## config.mk

```make
export PLATFORM = sky130hd
export DESIGN_NAME = clkFanoutGate
export DESIGN_NICKNAME = d
export VERILOG_FILES = /design/src/rtl/clkfan_pkg.sv /design/src/rtl/clkFanCtrl.sv /design/src/rtl/clkFanPath.sv /design/src/rtl/clkFanoutGate.sv
export SDC_FILE = /design/constraint.sdc
export NUM_CORES = 1
export LEC_CHECK = 0
export ABC_AREA = 0
export BUFFER_PORTS_ARGS = -buffer_cell sky130_fd_sc_hd__buf_2
export CORE_ASPECT_RATIO = 1.25
export CORE_MARGIN = 5
export CORE_UTILIZATION = 43
export CTS_CLUSTER_SIZE = 8
export DETAILED_ROUTE_END_ITERATION = 8
export PLACE_DENSITY = 0.73
export SLEW_MARGIN = 10
export SYNTH_ARGS = -nofsm -noshare
export SYNTH_HDL_FRONTEND = slang
export SYNTH_SLANG_ARGS = --single-unit
```

## constraint.sdc

```tcl
create_clock -name refClk -period 1 [get_ports refClk]
set_input_delay 0.05 -clock refClk [delete_from_list [all_inputs] [get_ports refClk]]
set_output_delay 0.05 -clock refClk [all_outputs]
set_load 0.03 [all_outputs]
```

## src/rtl/clkfan_pkg.sv

```systemverilog
package clkfan_pkg;
  localparam int OUT_COUNT   = 5;
  localparam int ADDR_W      = 7;
  localparam int SYNC_STAGES = 2;

  localparam logic [1:0] SEL_LOW  = 2'b00;
  localparam logic [1:0] SEL_MID  = 2'b01;
  localparam logic [1:0] SEL_HIGH = 2'b10;

  localparam logic [ADDR_W-1:0] ADDR_AT_LOW  = 7'b1101011;
  localparam logic [ADDR_W-1:0] ADDR_AT_MID  = 7'b1101100;
  localparam logic [ADDR_W-1:0] ADDR_AT_HIGH = 7'b1101101;

  // Strobes from control to datapath
  typedef struct packed {
    logic                 active;
    logic [OUT_COUNT-1:0] runReq;
  } gateStrb_t;

  function automatic logic [ADDR_W-1:0] decodeAddr(input logic [1:0] sel);
    case (sel)
      SEL_LOW:  decodeAddr = ADDR_AT_LOW;
      SEL_HIGH: decodeAddr = ADDR_AT_HIGH;
      default:  decodeAddr = ADDR_AT_MID;
    endcase
  endfunction
endpackage

```

## src/rtl/clkFanCtrl.sv

```systemverilog
module clkFanCtrl
  import clkfan_pkg::*;
#(
  parameter int NumOut     = OUT_COUNT,
  parameter int SyncStages = SYNC_STAGES,
  parameter int AddrW      = ADDR_W
) (
  input  logic              refClk,
  input  logic              rstN,
  input  logic              pwrGood,
  input  logic [1:0]        addrSel,
  input  logic [NumOut-1:0] enPinN,
  input  logic              cfgWe,
  input  logic [NumOut-1:0] cfgData,
  output gateStrb_t         strb,
  output logic [AddrW-1:0]  busAddr
);
  localparam int LastStage = SyncStages - 1;

  logic [NumOut-1:0] enRegQ;
  logic [NumOut-1:0] reqRaw;
  logic [SyncStages-1:0] pgSyncQ;
  logic [NumOut-1:0] reqSyncQ [SyncStages];
  logic pgSync, pgPrev, pgRise, started;

  // Enable-bit register, resets to all enabled
  always_ff @(posedge refClk or negedge rstN) begin
    if (!rstN) enRegQ <= '1;
    else if (cfgWe) enRegQ <= cfgData;
  end

  assign reqRaw = enRegQ & ~enPinN;

  // Synchronisers for power-good and the per-output requests
  genvar s;
  generate
    for (s = 0; s < SyncStages; s++) begin : gSync
      if (s == 0) begin : gFirst
        always_ff @(posedge refClk or negedge rstN) begin
          if (!rstN) begin
            pgSyncQ[0]  <= 1'b0;
            reqSyncQ[0] <= '0;
          end else begin
            pgSyncQ[0]  <= pwrGood;
            reqSyncQ[0] <= reqRaw;
          end
        end
      end else begin : gNext
        always_ff @(posedge refClk or negedge rstN) begin
          if (!rstN) begin
            pgSyncQ[s]  <= 1'b0;
            reqSyncQ[s] <= '0;
          end else begin
            pgSyncQ[s]  <= pgSyncQ[s-1];
            reqSyncQ[s] <= reqSyncQ[s-1];
          end
        end
      end
    end
  endgenerate

  assign pgSync = pgSyncQ[LastStage];
  assign pgRise = pgSync & ~pgPrev;

  // Start flag and one-time address capture
  always_ff @(posedge refClk or negedge rstN) begin
    if (!rstN) begin
      pgPrev  <= 1'b0;
      started <= 1'b0;
      busAddr <= '0;
    end else begin
      pgPrev <= pgSync;
      if (pgRise && !started) begin
        started <= 1'b1;
        busAddr <= decodeAddr(addrSel);
      end
    end
  end

  assign strb.active = started & pgSync;
  assign strb.runReq = reqSyncQ[LastStage];

  AST_START_STICKY: assert property (@(posedge refClk) disable iff (!rstN)
    started |=> started);
  AST_ADDR_HOLD: assert property (@(posedge refClk) disable iff (!rstN)
    $past(started) |-> $stable(busAddr));
  AST_NO_EARLY_ADDR: assert property (@(posedge refClk) disable iff (!rstN)
    !started |-> (busAddr == '0));
endmodule

```

## src/rtl/clkFanPath.sv

```systemverilog
module clkFanPath
  import clkfan_pkg::*;
#(
  parameter int NumOut = OUT_COUNT
) (
  input  logic              refClk,
  input  logic              rstN,
  input  gateStrb_t         strb,
  output logic [NumOut-1:0] outTrue,
  output logic [NumOut-1:0] outComp
);
  logic [NumOut-1:0] gateQ;

  genvar i;
  generate
    for (i = 0; i < NumOut; i++) begin : gPair
      // Gate changes on the falling edge, while the clock is low
      always_ff @(negedge refClk or negedge rstN) begin
        if (!rstN) gateQ[i] <= 1'b0;
        else       gateQ[i] <= strb.active & strb.runReq[i];
      end
      assign outTrue[i] = refClk & gateQ[i];
      assign outComp[i] = ~refClk & gateQ[i];
    end
  endgenerate

  AST_DOWN_IDLE: assert property (@(negedge refClk) disable iff (!rstN)
    !strb.active |=> (gateQ == '0));
  AST_GATE_NEEDS_REQ: assert property (@(negedge refClk) disable iff (!rstN)
    (gateQ & ~$past(strb.runReq)) == '0);
endmodule

```

## src/rtl/clkFanoutGate.sv

```systemverilog
module clkFanoutGate
  import clkfan_pkg::*;
(
  input  logic                 refClk,
  input  logic                 rstN,
  input  logic                 pwrGood,
  input  logic [1:0]           addrSel,
  input  logic [OUT_COUNT-1:0] enPinN,
  input  logic                 cfgWe,
  input  logic [OUT_COUNT-1:0] cfgData,
  output logic [OUT_COUNT-1:0] outTrue,
  output logic [OUT_COUNT-1:0] outComp,
  output logic [ADDR_W-1:0]    busAddr
);
  gateStrb_t strb;

  clkFanCtrl #(.NumOut(OUT_COUNT), .SyncStages(SYNC_STAGES), .AddrW(ADDR_W)) uCtrl (
    .refClk (refClk),
    .rstN   (rstN),
    .pwrGood(pwrGood),
    .addrSel(addrSel),
    .enPinN (enPinN),
    .cfgWe  (cfgWe),
    .cfgData(cfgData),
    .strb   (strb),
    .busAddr(busAddr)
  );

  clkFanPath #(.NumOut(OUT_COUNT)) uPath (
    .refClk (refClk),
    .rstN   (rstN),
    .strb   (strb),
    .outTrue(outTrue),
    .outComp(outComp)
  );
endmodule

```

==> out/qor.csv <==
metric,value,unit
synth-seq-cells,27,
power.share.clock,0.472,
synth_seq_area_share,0.695,
cell_internal_pwr,1880,uW
drc,0,
ys_warn_count,0,
via_per_inst,4.42,
critPathMaxFanout,2,
fin_nets,138,
crit_type,flop to output port,
syn_to_final_growth,61.5,%
avgSynthCellArea,14.9,um2
ir_drop,1510,uV
design.core.area,2190,um2
path_clk_slew,150,ps
fp.dieW,52.7,um
combinationalPowerShare,0.088,
fillers,148,
maxCapViolCount,0,
worstSetupEndpointType,output port,
rsz0062_at_grt,yes,
drt_pass1_iterations,2,
placed_area,1230,um2
leakagePower,0.000745,uW
io_buffers,31,
grt_max_degree,17,
finalSetupViolCount,34,
worstPathRequired,950,ps
met3_usage,0.0755,
finalPower,2800,uW
num_antenna_cells,0,
routedWlPerCell,12.7,um
violations,negative setup slack,
insertion_delay,430,ps
p_sw,925,uW
fp.dieH,63.4,um
grt_overflow,0,
outcome,"complete, but fails checks",
stdcell_area,1580,um2
dp_slack,-295,ps
finClkSkew,7.54,ps
synthDistinctLibCells,15,
antenna_found_initial,0,
std_cell_rows,19,
drive_above_1_share,0.615,
grt_pass1_vias,913,
initial_utilization,0.449,
hp-class,input port to async pin,
grt.total_usage,0.149,
netlist_instances,66,
grt_use_met1,0.111,
grt_busiest_layer,met2,
hold_viol_final,0,
tritoncts,done,
io-pin-count,33,
syn_area,981,um2
power_switching_share,0.330,
vias,676,
whs,178,ps
powerDensity,1770,nW/um2
startpoint_type,flop,
postRouteAntennaNets,0,
ff2ff_setup_slack,-320,ps
drt_iter0_markers,2,
gp_congestion,0.715,
use_met2,0.225,
critPathArrivalTime,1650,ps
fin_ws,-705,ps
drt_wl_total,1950,um
syn_nets,82,
die_area,3340,um2
grt_pass1_wl,3380,um
slew_violations,0,
power_frac_seq,0.440,
## final timing paths
check	start	to	cells after the start
setup / recovery	uPath.gateQ[4]$_DFF_NN0_	outComp[4]	2
hold / removal	rstN	uCtrl.reqSyncQ[7]$_DFF_PN0_	3
setup reg to reg	uCtrl.busAddr[5]$_DFFE_PN0P_	uPath.gateQ[4]$_DFF_NN0_	1
hold reg to reg	uCtrl.reqSyncQ[8]$_DFF_PN0_	uCtrl.strb[3]$_DFF_PN0_	0
max in group asynchronous	rstN	uPath.gateQ[4]$_DFF_NN0_	2
min in group refClk	pwrGood	uCtrl.pgSyncQ[0]$_DFF_PN0_	2
## repair_timing
item | CTS | global route
pin swaps | 0 | 0
hold buffers | 15 | 0
setup buffers | 0 | 0
setup endpoints to repair | 34 | 34
hold endpoints to repair | 41 | 0
gates resized for setup | 40 | 1
## cells in the final DEF (no fill, tap or decap), types with 3 or more instances in the layout
master	count
inv_1	3
buf_6	19
and2_4	5
buf_2	15
and3_4	5
nor2b_4	5
mux2_2	5
dfrtp_1	15
nor2b_1	5
clkbuf_4	7
dfrtn_1	5
dlygate4sd3_1	15
dfstp_2	5
## layout make-up
type                       instances  area, um2  share of cell area
clock buffer                      17        165               0.104
tap                               31       38.8              0.0245
multi-input combinational         32        327               0.206
clock inverter                     2       16.3              0.0103
sequential                        27        684               0.432
timing repair buffer              41        342               0.216
inverter                           3       11.3             0.00711
## layer usage
metal / share of wire / vias to the layer above / wire (um)
met5: 0 / - / 0
met4: 0.029 / 0 / 56
met3: 0.081 / 8 / 157
met2: 0.56 / 34 / 1100
met1: 0.33 / 315 / 636
li1: - / 319 / -
## cell usage after synthesis (all sizes together)
library cell  number  area, um2
inv                3       11.3
conb               1       3.75
nor3b              1       18.8
dfrtn              5        125
mux2i              2       20.0
dfstp              5        131
buf                4       30.0
mux2               6       71.3
and3               5       37.5
a21o               1       8.76
dfrtp             17        425
and2               5       31.3
nor2b             10       62.6
nor2               1       3.75
## logic make-up (layout without fill, tap and decap cells)
| group | count (synthesis) | after routing | share of synthesized area |
|---|---|---|---|
| other cells | 1 | 1 | 0.00382 |
| buf+inv | 7 | 63 | 0.0421 |
| mux | 8 | 8 | 0.0931 |
| flops | 27 | 27 | 0.695 |
| compound gates | 1 | 1 | 0.00893 |
| simple gates | 22 | 22 | 0.157 |
## power by group through the flow
stage / clock [uW] / sequential, uW / combinational (uW)
floorplan: 223 / 1270 / 68.1
global placement: 269 / 1240 / 172
detailed placement: 269 / 1250 / 180
CTS: 1360 / 1230 / 249
global route: 1450 / 1240 / 269
finish: 1320 / 1230 / 247
## worst max-delay path, cell delays in order (launching register included)
cell	delay, ps
dfrtn_1	450
nor2b_4	150
buf_6	130
## flip-flops by register name, summed over array words and instances, names as in the netlist
register / count
uCtrl.strb: 5
uCtrl.pgPrev: 1
uCtrl.pgSyncQ: 1
uPath.gateQ: 5
uCtrl.reqSyncQ: 5
uCtrl.enRegQ: 5
uCtrl.pgSync: 1
uCtrl.busAddr: 4
## through the flow
stage	util	setup TNS (ps)	cells
global route	0.724	-11350	153
detailed placement	0.564	-4560	129
CTS	0.723	-10190	153
finish	0.724	-9970	153
floorplan	-	-3020	66
global placement	0.564	-4270	129
Note: power is estimated with default switching activity, not from simulation.
